$ cat config.mk
export PLATFORM = sky130hd
export DESIGN_NAME = ddr_pdn_seq
export DESIGN_NICKNAME = d
export VERILOG_FILES = /design/src/rtl/pdn_pkg.sv /design/src/rtl/pdn_span_timer.sv /design/src/rtl/pdn_dwell_mon.sv /design/src/rtl/pdn_ctrl_fsm.sv /design/src/rtl/ddr_pdn_seq.sv
export SDC_FILE = /design/constraint.sdc
export NUM_CORES = 1
export LEC_CHECK = 0
export BUFFER_PORTS_ARGS = -buffer_cell sky130_fd_sc_hd__buf_2
export CAP_MARGIN = 5
export CORE_MARGIN = 1
export CORE_UTILIZATION = 54
export DETAILED_ROUTE_END_ITERATION = 10
export PLACE_DENSITY_LB_ADDON = 0.05
export SLEW_MARGIN = 20
export SYNTH_ARGS = -nofsm -noshare
export SYNTH_HDL_FRONTEND = slang
export SYNTH_HIERARCHICAL = 1
export SYNTH_SLANG_ARGS = --single-unit
$ cat constraint.sdc
create_clock -name clk -period 3.7 [get_ports clk]
set_input_delay 0.37 -clock clk [delete_from_list [all_inputs] [get_ports clk]]
set_output_delay 0.37 -clock clk [all_outputs]
set_load 0.02 [all_outputs]
$ cat src/rtl/pdn_pkg.sv
// Package: shared types of the precharge power-down sequencer.
package pdn_pkg;

    // Sequencer phases.
    typedef enum logic [2:0] {
        PD_IDLE  = 3'd0,  // normal operation
        PD_DRAIN = 3'd1,  // waiting for in-flight and queued accesses
        PD_ENTER = 3'd2,  // requests blocked, entry delay running
        PD_DOWN  = 3'd3,  // clock-enable low
        PD_LEAVE = 3'd4   // clock-enable high, exit recovery running
    } pd_state_t;

    // Number of exit recovery counts that are combined.
    localparam int unsigned EXIT_TERMS = 3;

endpackage : pdn_pkg

$ cat src/rtl/pdn_span_timer.sv
// Module: pdn_span_timer
// Loadable down-counter that times the entry delay and the exit recovery.
// A load with value V makes the phase that follows last max(V,1) cycles:
// `expired` is high in that phase's last cycle.
// Assumes load is pulsed only on the edge that enters the timed phase.
module pdn_span_timer #(
    parameter int unsigned W = 4
) (
    input  logic         clk,
    input  logic         rst_n,
    input  logic         load,
    input  logic [W-1:0] load_val,
    output logic         expired
);

    logic [W-1:0] remain_q;

    // Purpose: load a new span or count the current one down to zero.
    always_ff @(posedge clk) begin
        if (!rst_n) begin
            remain_q <= '0;
        end else if (load) begin
            remain_q <= load_val;
        end else if (remain_q != '0) begin
            remain_q <= remain_q - 1'b1;
        end
    end

    // Purpose: flag the last cycle of the span (a zero load lasts one cycle).
    always_comb begin
        expired = (remain_q <= W'(1));
    end

endmodule : pdn_span_timer

$ cat src/rtl/pdn_dwell_mon.sv
// Module: pdn_dwell_mon
// Counts the cycles spent with clock-enable low. From this count it derives
// whether the minimum low time has been met and whether the refresh-risk
// warning must be raised. The warning is sticky for as long as power-down lasts.
// Assumes LIM_W >= CNT_W and a limit of at least 1.
module pdn_dwell_mon #(
    parameter int unsigned CNT_W = 4,
    parameter int unsigned LIM_W = 8
) (
    input  logic             clk,
    input  logic             rst_n,
    input  logic             in_pd,
    input  logic [CNT_W-1:0] cfg_t_cke,
    input  logic [LIM_W-1:0] cfg_pd_limit,
    output logic             cke_min_met,
    output logic             warn
);

    localparam int unsigned SUM_W = LIM_W + 1;

    logic [LIM_W-1:0] dwell_q;     // completed low cycles
    logic             warn_q;
    logic [SUM_W-1:0] this_cycle;  // index of the current low cycle, 1-based
    logic [SUM_W-1:0] tcke_ext;
    logic [SUM_W-1:0] limit_ext;

    // Purpose: widen operands so that the comparisons cannot wrap.
    always_comb begin
        this_cycle = {1'b0, dwell_q} + SUM_W'(1);
        tcke_ext   = SUM_W'(cfg_t_cke);
        limit_ext  = {1'b0, cfg_pd_limit};
    end

    // Purpose: count low cycles while in power-down (saturating), clear otherwise.
    always_ff @(posedge clk) begin
        if (!rst_n) begin
            dwell_q <= '0;
        end else if (!in_pd) begin
            dwell_q <= '0;
        end else if (dwell_q != {LIM_W{1'b1}}) begin
            dwell_q <= dwell_q + 1'b1;
        end
    end

    // Purpose: set the warning once the limit-th low cycle completes; clear on exit.
    always_ff @(posedge clk) begin
        if (!rst_n) begin
            warn_q <= 1'b0;
        end else if (!in_pd) begin
            warn_q <= 1'b0;
        end else if (this_cycle >= limit_ext) begin
            warn_q <= 1'b1;
        end
    end

    // Purpose: drive the minimum-low flag and gate the warning to power-down.
    always_comb begin
        cke_min_met = in_pd && (this_cycle >= tcke_ext);
        warn        = warn_q && in_pd;
    end

endmodule : pdn_dwell_mon

$ cat src/rtl/pdn_ctrl_fsm.sv
// Module: pdn_ctrl_fsm
// Phase controller of the sequencer. Entry first drains accesses, then
// blocks requests, then lowers clock-enable. Exit is gated by the minimum
// low time and by the recovery span. Abandons entry if the request is
// withdrawn before clock-enable falls.
// Assumes the span timer and dwell monitor respond in the cycle after a load.
module pdn_ctrl_fsm
    import pdn_pkg::*;
(
    input  logic      clk,
    input  logic      rst_n,
    input  logic      pd_req,
    input  logic      acc_busy,
    input  logic      acc_pending,
    input  logic      span_expired,
    input  logic      cke_min_met,
    output logic      load_entry,
    output logic      load_exit,
    output pd_state_t state
);

    pd_state_t state_d;
    logic      path_empty;

    // Purpose: the drain is done once nothing is in flight or queued.
    always_comb begin
        path_empty = !acc_busy && !acc_pending;
    end

    // Purpose: next-phase decision and timer load strobes.
    always_comb begin
        state_d    = state;
        load_entry = 1'b0;
        load_exit  = 1'b0;
        unique case (state)
            PD_IDLE: begin
                if (pd_req) state_d = PD_DRAIN;
            end
            PD_DRAIN: begin
                if (!pd_req) begin
                    state_d = PD_IDLE;
                end else if (path_empty) begin
                    state_d    = PD_ENTER;
                    load_entry = 1'b1;
                end
            end
            PD_ENTER: begin
                if (!pd_req) begin
                    state_d = PD_IDLE;
                end else if (span_expired) begin
                    state_d = PD_DOWN;
                end
            end
            PD_DOWN: begin
                if (!pd_req && cke_min_met) begin
                    state_d   = PD_LEAVE;
                    load_exit = 1'b1;
                end
            end
            PD_LEAVE: begin
                if (span_expired) state_d = PD_IDLE;
            end
            default: state_d = PD_IDLE;
        endcase
    end

    // Purpose: phase register.
    always_ff @(posedge clk) begin
        if (!rst_n) state <= PD_IDLE;
        else        state <= state_d;
    end

endmodule : pdn_ctrl_fsm

$ cat src/rtl/ddr_pdn_seq.sv
// Module: ddr_pdn_seq (top)
// DDR2 precharge power-down sequencer. It ties together the phase controller,
// the span timer and the dwell monitor. It folds the exit recovery counts
// into their maximum and decodes the pin-level outputs from the phase.
// Assumes LIM_W >= CNT_W and that the arbiter honours req_block in the next cycle.
module ddr_pdn_seq
    import pdn_pkg::*;
#(
    parameter int unsigned CNT_W = 4,
    parameter int unsigned LIM_W = 8
) (
    input  logic             clk,
    input  logic             rst_n,
    input  logic             pd_req,
    input  logic             acc_busy,
    input  logic             acc_pending,
    input  logic [CNT_W-1:0] cfg_t_entry,
    input  logic [CNT_W-1:0] cfg_t_cke,
    input  logic [CNT_W-1:0] cfg_t_xp,
    input  logic [CNT_W-1:0] cfg_t_xard,
    input  logic [CNT_W-1:0] cfg_t_xards,
    input  logic [LIM_W-1:0] cfg_pd_limit,
    output logic             cke,
    output logic             req_block,
    output logic             pd_status,
    output logic             refresh_warn
);

    pd_state_t        state;
    logic             load_entry;
    logic             load_exit;
    logic             span_expired;
    logic             cke_min_met;
    logic             in_pd;
    logic [CNT_W-1:0] span_val;
    logic [CNT_W-1:0] exit_terms [EXIT_TERMS];
    logic [CNT_W-1:0] exit_run   [EXIT_TERMS+1];

    // Purpose: gather the exit recovery counts for the max reduction.
    always_comb begin
        exit_terms[0] = cfg_t_xp;
        exit_terms[1] = cfg_t_xard;
        exit_terms[2] = cfg_t_xards;
    end

    assign exit_run[0] = '0;

    // Running maximum over the recovery counts.
    for (genvar i = 0; i < EXIT_TERMS; i++) begin : g_exit_max
        assign exit_run[i+1] = (exit_terms[i] > exit_run[i]) ? exit_terms[i] : exit_run[i];
    end

    // Purpose: choose which span the timer loads.
    always_comb begin
        span_val = load_exit ? exit_run[EXIT_TERMS] : cfg_t_entry;
    end

    pdn_ctrl_fsm u_fsm (
        .clk          (clk),
        .rst_n        (rst_n),
        .pd_req       (pd_req),
        .acc_busy     (acc_busy),
        .acc_pending  (acc_pending),
        .span_expired (span_expired),
        .cke_min_met  (cke_min_met),
        .load_entry   (load_entry),
        .load_exit    (load_exit),
        .state        (state)
    );

    pdn_span_timer #(.W(CNT_W)) u_span (
        .clk      (clk),
        .rst_n    (rst_n),
        .load     (load_entry || load_exit),
        .load_val (span_val),
        .expired  (span_expired)
    );

    pdn_dwell_mon #(.CNT_W(CNT_W), .LIM_W(LIM_W)) u_dwell (
        .clk          (clk),
        .rst_n        (rst_n),
        .in_pd        (in_pd),
        .cfg_t_cke    (cfg_t_cke),
        .cfg_pd_limit (cfg_pd_limit),
        .cke_min_met  (cke_min_met),
        .warn         (refresh_warn)
    );

    // Purpose: decode pin-level outputs from the phase register.
    always_comb begin
        in_pd     = (state == PD_DOWN);
        cke       = !in_pd;
        pd_status = in_pd;
        req_block = (state == PD_ENTER) || (state == PD_DOWN) || (state == PD_LEAVE);
    end

endmodule : ddr_pdn_seq

# [Yosys cells after proc, flatten, opt, wreduce, memory -nomap -nowiden]
# Cells that the tools add are included.
[totals] out_inout_bits=4 ff_bits=16
[classes] n_lt_le_gt_ge=6 n_eq_ne=10 muxes=19 addsub=3 reduce_logical=16
[ops] op="4-bit two-way mux" n=6
[ops] op="3-bit two-way mux" n=7
[ops] op="3-bit one-hot mux with 5 select lines" n=1
[ops] op="8-bit by 1-bit adder with 9-bit output, second input constant" n=1
[ops] op="9-bit by 4-bit greater-or-equal comparator with 1-bit output" n=1
[ops] op="9-bit by 8-bit greater-or-equal comparator with 1-bit output" n=1
[ops] op="8-bit by 1-bit adder with 8-bit output, second input constant" n=1
[ops] op="4-bit greater-than comparator" n=2
[ops] op="8-bit inequality test, second input constant" n=1
[ops] op="3-bit by 2-bit == test with 1-bit output, second input constant" n=2
[ops] op="2-bit inequality test, second input constant" n=3
[ops] op="1-bit two-way mux" n=5
[ops] op="5-bit AND reduction" n=1
[ops] op="4-bit by 1-bit greater-than comparator with 1-bit output, second input constant" n=1
[ops] op="4-bit by 1-bit <= comparator with 1-bit output, second input constant" n=1
[ops] op="1-bit logical AND" n=4
[ops] op="1-bit logical NOT" n=4
[ops] op="4-bit nonzero test" n=1
[ops] op="4-bit by 1-bit subtractor with 4-bit output, second input constant" n=1
[ops] op="3-bit by 1-bit == test with 1-bit output, second input constant" n=1
[ops] op="3-bit == test, second input constant" n=1
[ops] op="3-bit logical NOT" n=1
[ops] op="1-bit logical OR" n=3
[ops] op="3-bit by 2-bit inequality test with 1-bit output, second input constant" n=1
[ops] op="other kinds (3)" n=3

# [Longest topological paths before layout]
# Gate-level depths: netlist of run 1.
[depth] ltp_word=8 ltp_mapped=15 mapped_depth_nobuf=14

# [Hierarchy]
# The synthesis of run 1 kept the hierarchy.
[by_module_without_submodules] module="pdn_dwell_mon" n_inst=1 area_each_um2=748.2 cells_per_inst=92
[by_module_without_submodules] module="ddr_pdn_seq" n_inst=1 area_each_um2=376.6 cells_per_inst=50
[by_module_without_submodules] module="pdn_span_timer" n_inst=1 area_each_um2=255.2 cells_per_inst=26
[by_module_without_submodules] module="pdn_ctrl_fsm" n_inst=1 area_each_um2=224.0 cells_per_inst=30

# [Worst setup path after synthesis of run 1]
# OpenSTA, ideal clock, no wires.
[synth_timing] path_type="flip-flop to flip-flop" start="register u_dwell.dwell_q[0]" end="register u_span.remain_q[3]" t_arrival_ps=2708 n_path_buf=1 path_stages_with_launch=14 required_ps=3613 path_slack_ps=905 setup_ps=87 cell_sequence="dfxtp_1 ha_1 xnor2_1 inv_1 ha_1 nor2b_1 o21ai_0 a41oi_1 nor2b_2 and3_1 buf_2 or2_2 nand2b_1 o31ai_1"
[synth_between] elab_chain_cells=8 word_cells_on_any_way=10 cone_classes="1 x add/sub; 1 x order compare; 4 x mux; 4 x reduce/logical"
[synth_rtl] item="start, declared" line="pdn_dwell_mon.sv:21" rtl="logic [LIM_W-1:0] dwell_q;"
[synth_rtl] item="start signal, assigned" line="pdn_dwell_mon.sv:41" rtl="dwell_q <= dwell_q + 1'b1;"
[synth_rtl] item="8-bit by 1-bit adder with 9-bit output (*)" line="pdn_dwell_mon.sv:29" rtl="this_cycle = {1'b0, dwell_q} + SUM_W'(1);"
[synth_rtl] item="via u_dwell.this_cycle[2]" line="pdn_dwell_mon.sv:23" rtl="logic [SUM_W-1:0] this_cycle;"
[synth_rtl] item="9-bit by 4-bit greater-or-equal comparator with 1-bit output (*)" line="pdn_dwell_mon.sv:58" rtl="cke_min_met = in_pd && (this_cycle >= tcke_ext);"
[synth_rtl] item="1-bit logical AND (*)" line="pdn_dwell_mon.sv:58"
[synth_rtl] item="via cke_min_met" line="ddr_pdn_seq.sv:33" rtl="logic cke_min_met;"
[synth_rtl] item="1-bit logical AND (*)" line="pdn_ctrl_fsm.sv:55" rtl="if (!pd_req && cke_min_met) begin"
[synth_rtl] item="1-bit two-way mux (*)" line="pdn_ctrl_fsm.sv:55"
[synth_rtl] item="1-bit two-way mux (*)" line="pdn_ctrl_fsm.sv:35" rtl="unique case (state)"
[synth_rtl] item="via load_exit" line="ddr_pdn_seq.sv:31" rtl="logic load_exit;"
[synth_rtl] item="4-bit two-way mux or 1-bit logical OR (tied branches)" line="ddr_pdn_seq.sv:55, ddr_pdn_seq.sv:74"
[synth_rtl] item="4-bit two-way mux or 2-bit nonzero test (tied branches)"
[synth_rtl] item="end signal, assigned" line="pdn_span_timer.sv:23" rtl="remain_q <= load_val;"
[synth_rtl] item="end signal, assigned" line="pdn_span_timer.sv:25" rtl="remain_q <= remain_q - 1'b1;"
[synth_rtl] item="end, declared" line="pdn_span_timer.sv:16" rtl="logic [W-1:0] remain_q;"
# The timed path passes the listed nets; every way through them passes the cells marked *.
# A chain may end at the register's enable or synchronous reset.

# [Final worst setup path of run 1]
# Same ends and word-level chain as after synthesis.

==> impl_metrics.tcl, run 1 <==
set metrics [dict create \
    grt_pass1_wl_mm 6.072 \
    muxShareOfSynthArea_pct 6.006 \
    std_cell_rows 19 \
    finalSetupViolCount 0 \
    yosysWarnings 6 \
    fin_area_um2 1826 \
    swShare_pct 34.64 \
    power_uw 580.5 \
    clock_latency_ps 300 \
    relSlewSlack_pct 70.02 \
    crit_chain "ha_1 > xnor2_1 > inv_1 > ha_1 > nor2b_1 > o21ai_0 > a41oi_1 > nor2b_2 > and3_1 > or2_2 > nand2b_1 > o31ai_1" \
    vias_per_cell 5.684 \
    cts_buffer_depth 2 \
    avgRoutedWirePerCell_um 13.13 \
    grt_start_max_net_pins 12 \
    drt-pass1-iter-count 4 \
    die_area_um2 3192 \
    start_util_pct 57.67 \
    worstMarginPinSlew_ps 446.5 \
    drc 0 \
    combPwrFrac_pct 42.1 \
    vdd_drop_max_mv 0.3773 \
    path_clk_slew_ps 110 \
    dieWidth_um 56.50 \
    synth_top_family_by_area "simple AND/OR/NAND/NOR gates" \
    r2r-end "u_span/remain_q[3]$_SDFFE_PN0P_" \
    grt-ovfl-total 0 \
    cap_viol_max_count 0 \
    track_usage_pct 23.70 \
    synth_xor_area_share_pct 5.460 \
    synth_seq_cells 16 \
    power.leakage_nw 0.9115 \
    reg2reg_setup_slack_ps 500 \
    run_status "finished, final reports clean" \
    path_class "flop to flop" \
    ctsHoldBuffers 0 \
    antenna_found_initial 0 \
    io-pin-count 37 \
    internal-power_uw 379.4 \
    critPathMaxStageDelay_ps 480 \
    r2r-start "u_dwell/dwell_q[0]$_SDFFE_PN0N_" \
    yosys.area_share.simple_pct 25.66 \
    p_seq_share_pct 37.4 \
    worst-path-max-fanout 11 \
    finalCritPeriodShare_pct 86.39 \
    vias 1495 \
    synthAdderAreaFrac_pct 16.38 \
    htreeDepth 1 \
    die_y_um 56.50 \
    rr_worst_depth 12 \
    syn_area_per_cell_um2 8.101 \
    cpMostUsedCell "ha_1" \
    slowest_stage "dfxtp_1" \
    cts_setup_buffers 0 \
    wl_mm 3.454 \
    clk_root_buffer_cell "clkbuf_4" \
    holdCritStartpoint "cfg_pd_limit[5]" \
    hold_viol_final 0 \
    ys_seq_area_share_pct 19.97 \
    crit_arrival_ps 3400 \
    synth_cell_types 51 \
    nets 287 \
    antenna_cells 0 \
    grt_pass1_vias 1498 \
    area_growth_pct 13.81 \
    synth_nets 252 \
    place_ws_ps 570.6 \
    ant_nets 0 \
    finClkSkew_ps 16.93 \
    clockPowerShare_pct 20.5 \
    cts_tree "yes" \
    required_ps 3900 \
    synthArstFlopShare_pct 0 \
    synthesis.area_um2 1604 \
    dp_hpwl_mm 2.737 \
    min_to "u_dwell/warn_q$_SDFFE_PN0P_" \
    cts_resized 0 \
    place.gp.congestion 0.8490 \
    cp_top_family "simple AND/OR/NAND/NOR gates" \
    min_path_cells 3 \
    drive_above_1_share_pct 27.59 \
    post-route-util_pct 65.63 \
    cts_inserted_buffers 3 \
    synth-compound-area-share_pct 18.10 \
    fin_setup_tns_ps 0 \
    coreArea_um2 2781 \
    crit_buf_inv 1 \
    p_per_area_nw_per_um2 318.0 \
    max_freq_mhz 312.8 \
    rsz0062_at_grt "false" \
    setup_slack_ps 503.4 \
    timing.critical_path.to_type "flop" \
    slew_viol_final 0 \
    dr.first_iter.drc_count 63 \
    worstSetupStartpointType "flop" \
    synth_edf_count 0 \
    min_period_ps 3197 \
    crit_start "u_dwell/dwell_q[0]$_SDFFE_PN0N_" \
    detailed_place.area_um2 1789 \
    synthFlopType "dfxtp_1" \
    io_buffer_count 36 \
    nFillCells 263 \
    p_sw_uw 201.1 \
    synthCells 198 \
    min_path_type "input port to flop" \
    clkSinkCount 16 \
]
cells in the mapped netlist, types with 2 or more instances:
| cell | count | share of area, % |
|---|---|---|
| nand2_1 | 5 | 1.2 |
| clkbuf_1 | 2 | 0.47 |
| mux2i_1 | 7 | 4.4 |
| a21o_1 | 2 | 0.94 |
| a21oi_1 | 9 | 2.8 |
| a211oi_1 | 2 | 0.94 |
| o21ai_0 | 3 | 0.94 |
| inv_2 | 2 | 0.47 |
| ha_1 | 21 | 16 |
| nor3_2 | 2 | 1.2 |
| nor2_1 | 16 | 3.7 |
| a31oi_1 | 5 | 2.0 |
| xnor2_1 | 8 | 4.4 |
| o21ai_1 | 6 | 1.9 |
| nor2b_2 | 2 | 1.1 |
| nand3_1 | 10 | 3.1 |
| buf_2 | 3 | 0.94 |
| xor2_1 | 2 | 1.1 |
| inv_1 | 25 | 5.9 |
| or2_2 | 3 | 1.2 |
| nand2b_1 | 5 | 2.0 |
| nor3_1 | 3 | 0.94 |
| dfxtp_1 | 16 | 20 |
| nor2b_1 | 10 | 3.9 |
| and3_1 | 3 | 1.2 |
through the flow:
step	hold WS (ps)	std cells
2_1_floorplan	487.5	198
3_3_place_gp	556.5	259
3_5_place_dp	563.3	259
4_1_cts	384.9	263
5_1_grt	391.5	263
6_report	389.0	263
worst max-delay path by stage:
stage	end	slack [ps]	cells after the start
2_1_floorplan	u_span/remain_q[3]$_SDFFE_PN0P_	900	13
3_3_place_gp	u_span/remain_q[3]$_SDFFE_PN0P_	600	12
3_5_place_dp	u_span/remain_q[3]$_SDFFE_PN0P_	570	12
4_1_cts	u_span/remain_q[3]$_SDFFE_PN0P_	510	12
5_1_grt	u_span/remain_q[3]$_SDFFE_PN0P_	270	12
6_report	u_span/remain_q[3]$_SDFFE_PN0P_	500	12
cell usage in the layout, fill, tap and decap left out, types with 2 or more instances in the layout:
cell type	instances
inv_1	25
or2_2	3
xnor2_1	8
nor3_2	2
ha_1	21
clkbuf_4	3
nor2_1	16
o21ai_0	3
inv_2	2
a21o_1	2
a21oi_1	9
o21ai_1	6
nand3_1	10
nor2b_2	2
mux2i_1	7
dfxtp_1	16
a31oi_1	5
and3_1	3
a211oi_1	2
nand2b_1	5
nand2_1	5
nor2b_1	10
xor2_1	2
buf_2	36
nor3_1	3
logic make-up after synthesis:
| kind of cell | after synthesis |
|---|---|
| and+or+nand+nor | 69 |
| AOI/OAI and AO/OA | 40 |
| buffers and inverters | 33 |
| adders and majority gates | 21 |
| DFF | 16 |
| xor gates and xnor gates | 10 |
| muxes | 9 |
cell type report:
cell class	instances	area, um2	area share [%]
well taps	31	38.79	2.125
clock buffers	4	36.28	1.988
flip-flops and latches	16	320.3	17.55
repair buffers	36	180.2	9.870
inverters	27	101.3	5.552
multi-input cells	149	1149	62.92
layer usage:
layer | global-route usage, % | share of wire (%) | vias to the layer above
li1 | - | - | 756
met1 | 26.14 | 43 | 686
met2 | 42.86 | 50 | 41
met3 | 5.530 | 4.4 | 12
met4 | 10.10 | 2.8 | 0
met5 | 0 | 0 | -
worst reg2reg max path: stages, from the launching register on:
cell and delay [ps]:
dfxtp_1 480, ha_1 270, xnor2_1 160, inv_1 90
ha_1 270, nor2b_1 130, o21ai_0 190, a41oi_1 190
nor2b_2 220, and3_1 310, or2_2 410, nand2b_1 210
o31ai_1 190
registers in the layout, indices dropped and copies added, names as in the netlist:
signal	cells
u_dwell/dwell_q	8
u_dwell/warn_q	1
u_fsm/state	3
u_span/remain_q	4
power by group through the flow:
stage	Combinational (mW)	Sequential [mW]	Clock, mW
4_1_cts	0.244	0.216	0.123
5_1_grt	0.276	0.219	0.131
3_3_place_gp	0.229	0.217	0
3_5_place_dp	0.242	0.219	0
2_1_floorplan	0.190	0.214	0
6_report	0.245	0.217	0.119
Note: power is estimated with default switching activity, not from simulation.
==> run 2, diff against run 1 <==
RECOVER_POWER = 100   (was unset)
==> run 2 against run 1 <==
Worst hold slack worse by 1.8 ps. Maximum frequency down 0.28%. Power down 0.64%. Highest routed layer unchanged. Clock skew up 1.3 ps.
==> impl_metrics.tcl, run 2 (synthesized netlist as in run 1, its figures left out) <==
set metrics [dict create \
    final_cell_mix "buf_2, inv_1, ha_1, nor2_1, dfxtp_1" \
    relSlewSlack_pct 64.80 \
    min_period_ps 3206 \
    io-pin-count 37 \
    grt_start_max_net_pins 12 \
    top_register "u_dwell/dwell_q" \
    dieWidth_um 56.50 \
    power.leakage_nw 0.8959 \
    antenna_cells 0 \
    grt_pass1_wl_mm 6.072 \
    clkSinkCount 16 \
    final_common_cell "buf_2" \
    coreArea_um2 2781 \
    finClkSkew_ps 18.23 \
    track_usage_pct 23.70 \
    nFillCells 267 \
    holdCritStartpoint "cfg_pd_limit[5]" \
    vias 1485 \
    crit_start "u_dwell/dwell_q[0]$_SDFFE_PN0N_" \
    path_class "flop to flop" \
    max_freq_mhz 312.0 \
    clk_root_buffer_cell "clkbuf_4" \
    avgRoutedWirePerCell_um 13.12 \
    htreeDepth 1 \
    min_path_type "input port to flop" \
    vias_per_cell 5.646 \
    nets 287 \
    io_buffer_count 36 \
    std_cell_rows 19 \
    placed_cells 259 \
    slew_viol_final 0 \
    timing.critical_path.to_type "flop" \
    drt-pass1-iter-count 4 \
    grt-ovfl-total 0 \
    rr_worst_depth 14 \
    ctsHoldBuffers 0 \
    cap_viol_max_count 0 \
    drive_above_1_share_pct 23.71 \
    dr.first_iter.drc_count 67 \
    p_per_area_nw_per_um2 319.0 \
    worstMarginPinSlew_ps 528.0 \
    antenna_found_initial 0 \
    cts_buffer_depth 2 \
    hold_viol_final 0 \
    vdd_drop_max_mv 0.3666 \
    run_status "finished, final reports clean" \
    clock_latency_ps 300 \
    holdWs_ps 387.1 \
    finalCritPeriodShare_pct 86.64 \
    required_ps 3880 \
    fin_setup_tns_ps 0 \
    min_path_cells 3 \
    die_area_um2 3192 \
    dp_hpwl_mm 2.737 \
    min_to "u_dwell/warn_q$_SDFFE_PN0P_" \
    grt_pass1_vias 1498 \
    place.gp.congestion 0.8490 \
    worstSetupStartpointType "flop" \
    post-route-util_pct 65.00 \
    drc 0 \
    largest_register_ffs 8 \
    path_clk_slew_ps 110 \
    detailed_place.area_um2 1789 \
    ant_nets 0 \
    rsz0062_at_grt "false" \
    worst-path-max-fanout 11 \
    cts_tree "yes" \
    cts_inserted_buffers 3 \
    instances_no_fill 263 \
    cts_resized 0 \
    start_util_pct 57.67 \
    area_growth_pct 12.71 \
    wl_mm 3.451 \
    crit_arrival_ps 3390 \
    die_y_um 56.50 \
    fin_area_um2 1808 \
    reg2reg_setup_slack_ps 490 \
    finalSetupViolCount 0 \
    r2r-end "u_span/remain_q[2]$_SDFFE_PN0P_" \
    cts_setup_buffers 0 \
    largestRegisters "u_dwell/dwell_q x8, u_span/remain_q x4, u_fsm/state x3" \
    r2r-start "u_dwell/dwell_q[0]$_SDFFE_PN0N_" \
]
run 2: how the worst max path moves through the flow:
stage	endpoint	depth (start not counted)
6_report	u_span/remain_q[2]$_SDFFE_PN0P_	14
5_1_grt	u_span/remain_q[2]$_SDFFE_PN0P_	14
4_1_cts	u_span/remain_q[3]$_SDFFE_PN0P_	12
3_5_place_dp	u_span/remain_q[3]$_SDFFE_PN0P_	12
3_3_place_gp	u_span/remain_q[3]$_SDFFE_PN0P_	12
2_1_floorplan	u_span/remain_q[3]$_SDFFE_PN0P_	13
run 2: critical path, cell delays in order, from the launching register on:
cell      delay, ps
dfxtp_1         480
ha_1            260
xnor2_1         150
inv_1            90
ha_1            270
nor2b_1         120
o21ai_0         100
a41oi_1         300
nor2b_1         260
and3_1          470
nor2b_1         110
a31oi_1         140
o21ai_0          80
nand2b_1        140
o211a_1         110
run 2: final cells by class:
| cell class | instances | area (um2) | area share, % |
|---|---|---|---|
| multi-input cells | 149 | 1136 | 62.84 |
| well taps | 31 | 38.79 | 2.145 |
| inverters | 27 | 101.3 | 5.606 |
| clock buffers | 4 | 36.28 | 2.007 |
| flip-flops and latches | 16 | 320.3 | 17.72 |
| repair buffers | 36 | 175.2 | 9.689 |
run 2: power by group:
group / total (mW) / internal, mW / switching [mW]
sequential: 0.217 / 0.190 / 0.0265
combinational: 0.240 / 0.127 / 0.113
clock: 0.120 / 0.0599 / 0.0599
run 2: stage by stage:
stage | worst slack, ps | power (mW)
3_5_place_dp | 570.6 | 0.4611
2_1_floorplan | 904.9 | 0.4042
4_1_cts | 513.5 | 0.5827
6_report | 494.4 | 0.5768
3_3_place_gp | 603.3 | 0.4463
5_1_grt | 257.0 | 0.6214
run 2: metal layers:
metal  share of wire [%]  routed length (um)  global-route usage (%)
met5                   0                   0                       0
met4                 2.8                  95                   10.10
met3                 3.5                 120                   5.530
met2                  50                1737                   42.86
met1                  43                1498                   26.14
==> run 3, diff against run 2 <==
RECOVER_POWER = 50   (was 100)
==> run 3 against run 2 <==
Non-clock buffer count is the same. Worst hold slack better by 1.9 ps. Sequential power hardly changed. Largest power group unchanged.
==> impl_metrics.tcl, run 3 (synthesized netlist as in run 1, its figures left out) <==
set metrics [dict create \
    run_status "finished, final reports clean" \
    clk_root_buffer_cell "clkbuf_4" \
    min_to "u_dwell/warn_q$_SDFFE_PN0P_" \
    drc 0 \
    antenna_found_initial 0 \
    p_seq_share_pct 37.4 \
    gr-usage-met2_pct 42.86 \
    max_freq_mhz 313.7 \
    grt-ovfl-total 0 \
    grt_pass1_wl_mm 6.072 \
    min_period_ps 3188 \
    grt_start_max_net_pins 12 \
    grt_pass1_vias 1498 \
    worstSetupStartpointType "flop" \
    vias 1498 \
    wl_mm 3.444 \
    swShare_pct 34.65 \
    path_clk_slew_ps 110 \
    finalCritPeriodShare_pct 86.16 \
    ctsHoldBuffers 0 \
    io-pin-count 37 \
    antenna_cells 0 \
    dp_hpwl_mm 2.737 \
    vdd_drop_max_mv 0.3772 \
    setup_slack_ps 512.3 \
    area_growth_pct 13.26 \
    htreeDepth 1 \
    p_per_area_nw_per_um2 319.4 \
    cts_tree "yes" \
    reg2reg_setup_slack_ps 510 \
    track_usage_pct 23.70 \
    drt-pass1-iter-count 4 \
    r2r-start "u_dwell/dwell_q[0]$_SDFFE_PN0N_" \
    r2r-end "u_span/remain_q[3]$_SDFFE_PN0P_" \
    grt_use_met3_pct 5.530 \
    place_ws_ps 570.6 \
    holdCritStartpoint "cfg_pd_limit[5]" \
    cts_inserted_buffers 3 \
    required_ps 3900 \
    nets 287 \
    power.leakage_nw 0.9062 \
    rsz0062_at_grt "false" \
    min_path_type "input port to flop" \
    ant_nets 0 \
    die_area_um2 3192 \
    power_uw 580.3 \
    internal-power_uw 379.2 \
    coreArea_um2 2781 \
    dieWidth_um 56.50 \
    clockPowerShare_pct 20.5 \
    drive_above_1_share_pct 25.43 \
    start_util_pct 57.67 \
    timing.critical_path.to_type "flop" \
    worstMarginPinSlew_ps 527.7 \
    nFillCells 267 \
    min_path_cells 3 \
    std_cell_rows 19 \
    top_register "u_dwell/dwell_q" \
    final_common_cell "buf_2" \
    avgRoutedWirePerCell_um 13.10 \
    hold_viol_final 0 \
    p_sw_uw 201.0 \
    busiest_layer "met2" \
    post-route-util_pct 65.32 \
    clkSinkCount 16 \
    cap_viol_max_count 0 \
    cts_setup_buffers 0 \
    cts_resized 0 \
    fin_setup_tns_ps 0 \
    die_y_um 56.50 \
    cts_buffer_depth 2 \
    final_cell_mix "buf_2, inv_1, ha_1, nor2_1, dfxtp_1" \
    finClkSkew_ps 16.92 \
    worst-path-max-fanout 11 \
    largestRegisters "u_dwell/dwell_q x8, u_span/remain_q x4, u_fsm/state x3" \
    slew_viol_final 0 \
    relSlewSlack_pct 64.82 \
    clock_latency_ps 300 \
    finalSetupViolCount 0 \
    path_class "flop to flop" \
    vias_per_cell 5.696 \
    largest_register_ffs 8 \
    io_buffer_count 36 \
    rr_worst_depth 12 \
    place.gp.congestion 0.8490 \
    crit_arrival_ps 3390 \
    combPwrFrac_pct 42.1 \
    grt_use_met1_pct 26.14 \
    dr.first_iter.drc_count 65 \
]
run 3: final cells by class:
| cell class | count | area (um2) | share of cell area (%) |
|---|---|---|---|
| multi-input combinational | 149 | 1142 | 62.88 |
| sequential | 16 | 320.3 | 17.63 |
| timing repair buffer | 36 | 177.7 | 9.780 |
| inverter | 27 | 101.3 | 5.579 |
| tap | 31 | 38.79 | 2.135 |
| clock buffer | 4 | 36.28 | 1.997 |
run 3: how the worst max path moves through the flow:
stage / from / to / slack, ps
final: u_dwell/dwell_q[0]$_SDFFE_PN0N_ / u_span/remain_q[3]$_SDFFE_PN0P_ / 510
after global placement: u_dwell/dwell_q[0]$_SDFFE_PN0N_ / u_span/remain_q[3]$_SDFFE_PN0P_ / 600
after detailed placement: u_dwell/dwell_q[0]$_SDFFE_PN0N_ / u_span/remain_q[3]$_SDFFE_PN0P_ / 570
after CTS: u_dwell/dwell_q[0]$_SDFFE_PN0N_ / u_span/remain_q[3]$_SDFFE_PN0P_ / 510
after global routing: u_dwell/dwell_q[0]$_SDFFE_PN0N_ / u_span/remain_q[3]$_SDFFE_PN0P_ / 300
after floorplan: u_dwell/dwell_q[0]$_SDFFE_PN0N_ / u_span/remain_q[3]$_SDFFE_PN0P_ / 900
run 3: power by group through the flow:
stage               Clock (mW)  Sequential (mW)  Combinational (mW)
floorplan                    0            0.214               0.190
global placement             0            0.217               0.229
detailed placement           0            0.219               0.242
CTS                      0.123            0.216               0.244
global route             0.131            0.219               0.276
finish                   0.119            0.217               0.244
run 3: routing by layer:
| layer | vias to the layer above | wire, um |
|---|---|---|
| li1 | 757 | - |
| met1 | 691 | 1479 |
| met2 | 38 | 1726 |
| met3 | 12 | 142 |
| met4 | 0 | 95 |
| met5 | - | 0 |
run 3: critical path, cell delays in order, from the launching register on:
cell and delay [ps]:
dfxtp_1 480, ha_1 260, xnor2_1 150, inv_1 90
ha_1 270, nor2b_1 130, o21ai_0 190, a41oi_1 190
nor2b_2 220, and3_1 310, or2_2 410, nand2b_1 210
o31ai_1 190
run 3: through the flow:
step           cell area, um2  std cells  hold slack, ps
2_1_floorplan            1604        198           487.5
3_3_place_gp             1789        259           556.5
3_5_place_dp             1789        259           563.3
4_1_cts                  1826        263           384.9
5_1_grt                  1817        263           391.5
6_report                 1817        263           389.0
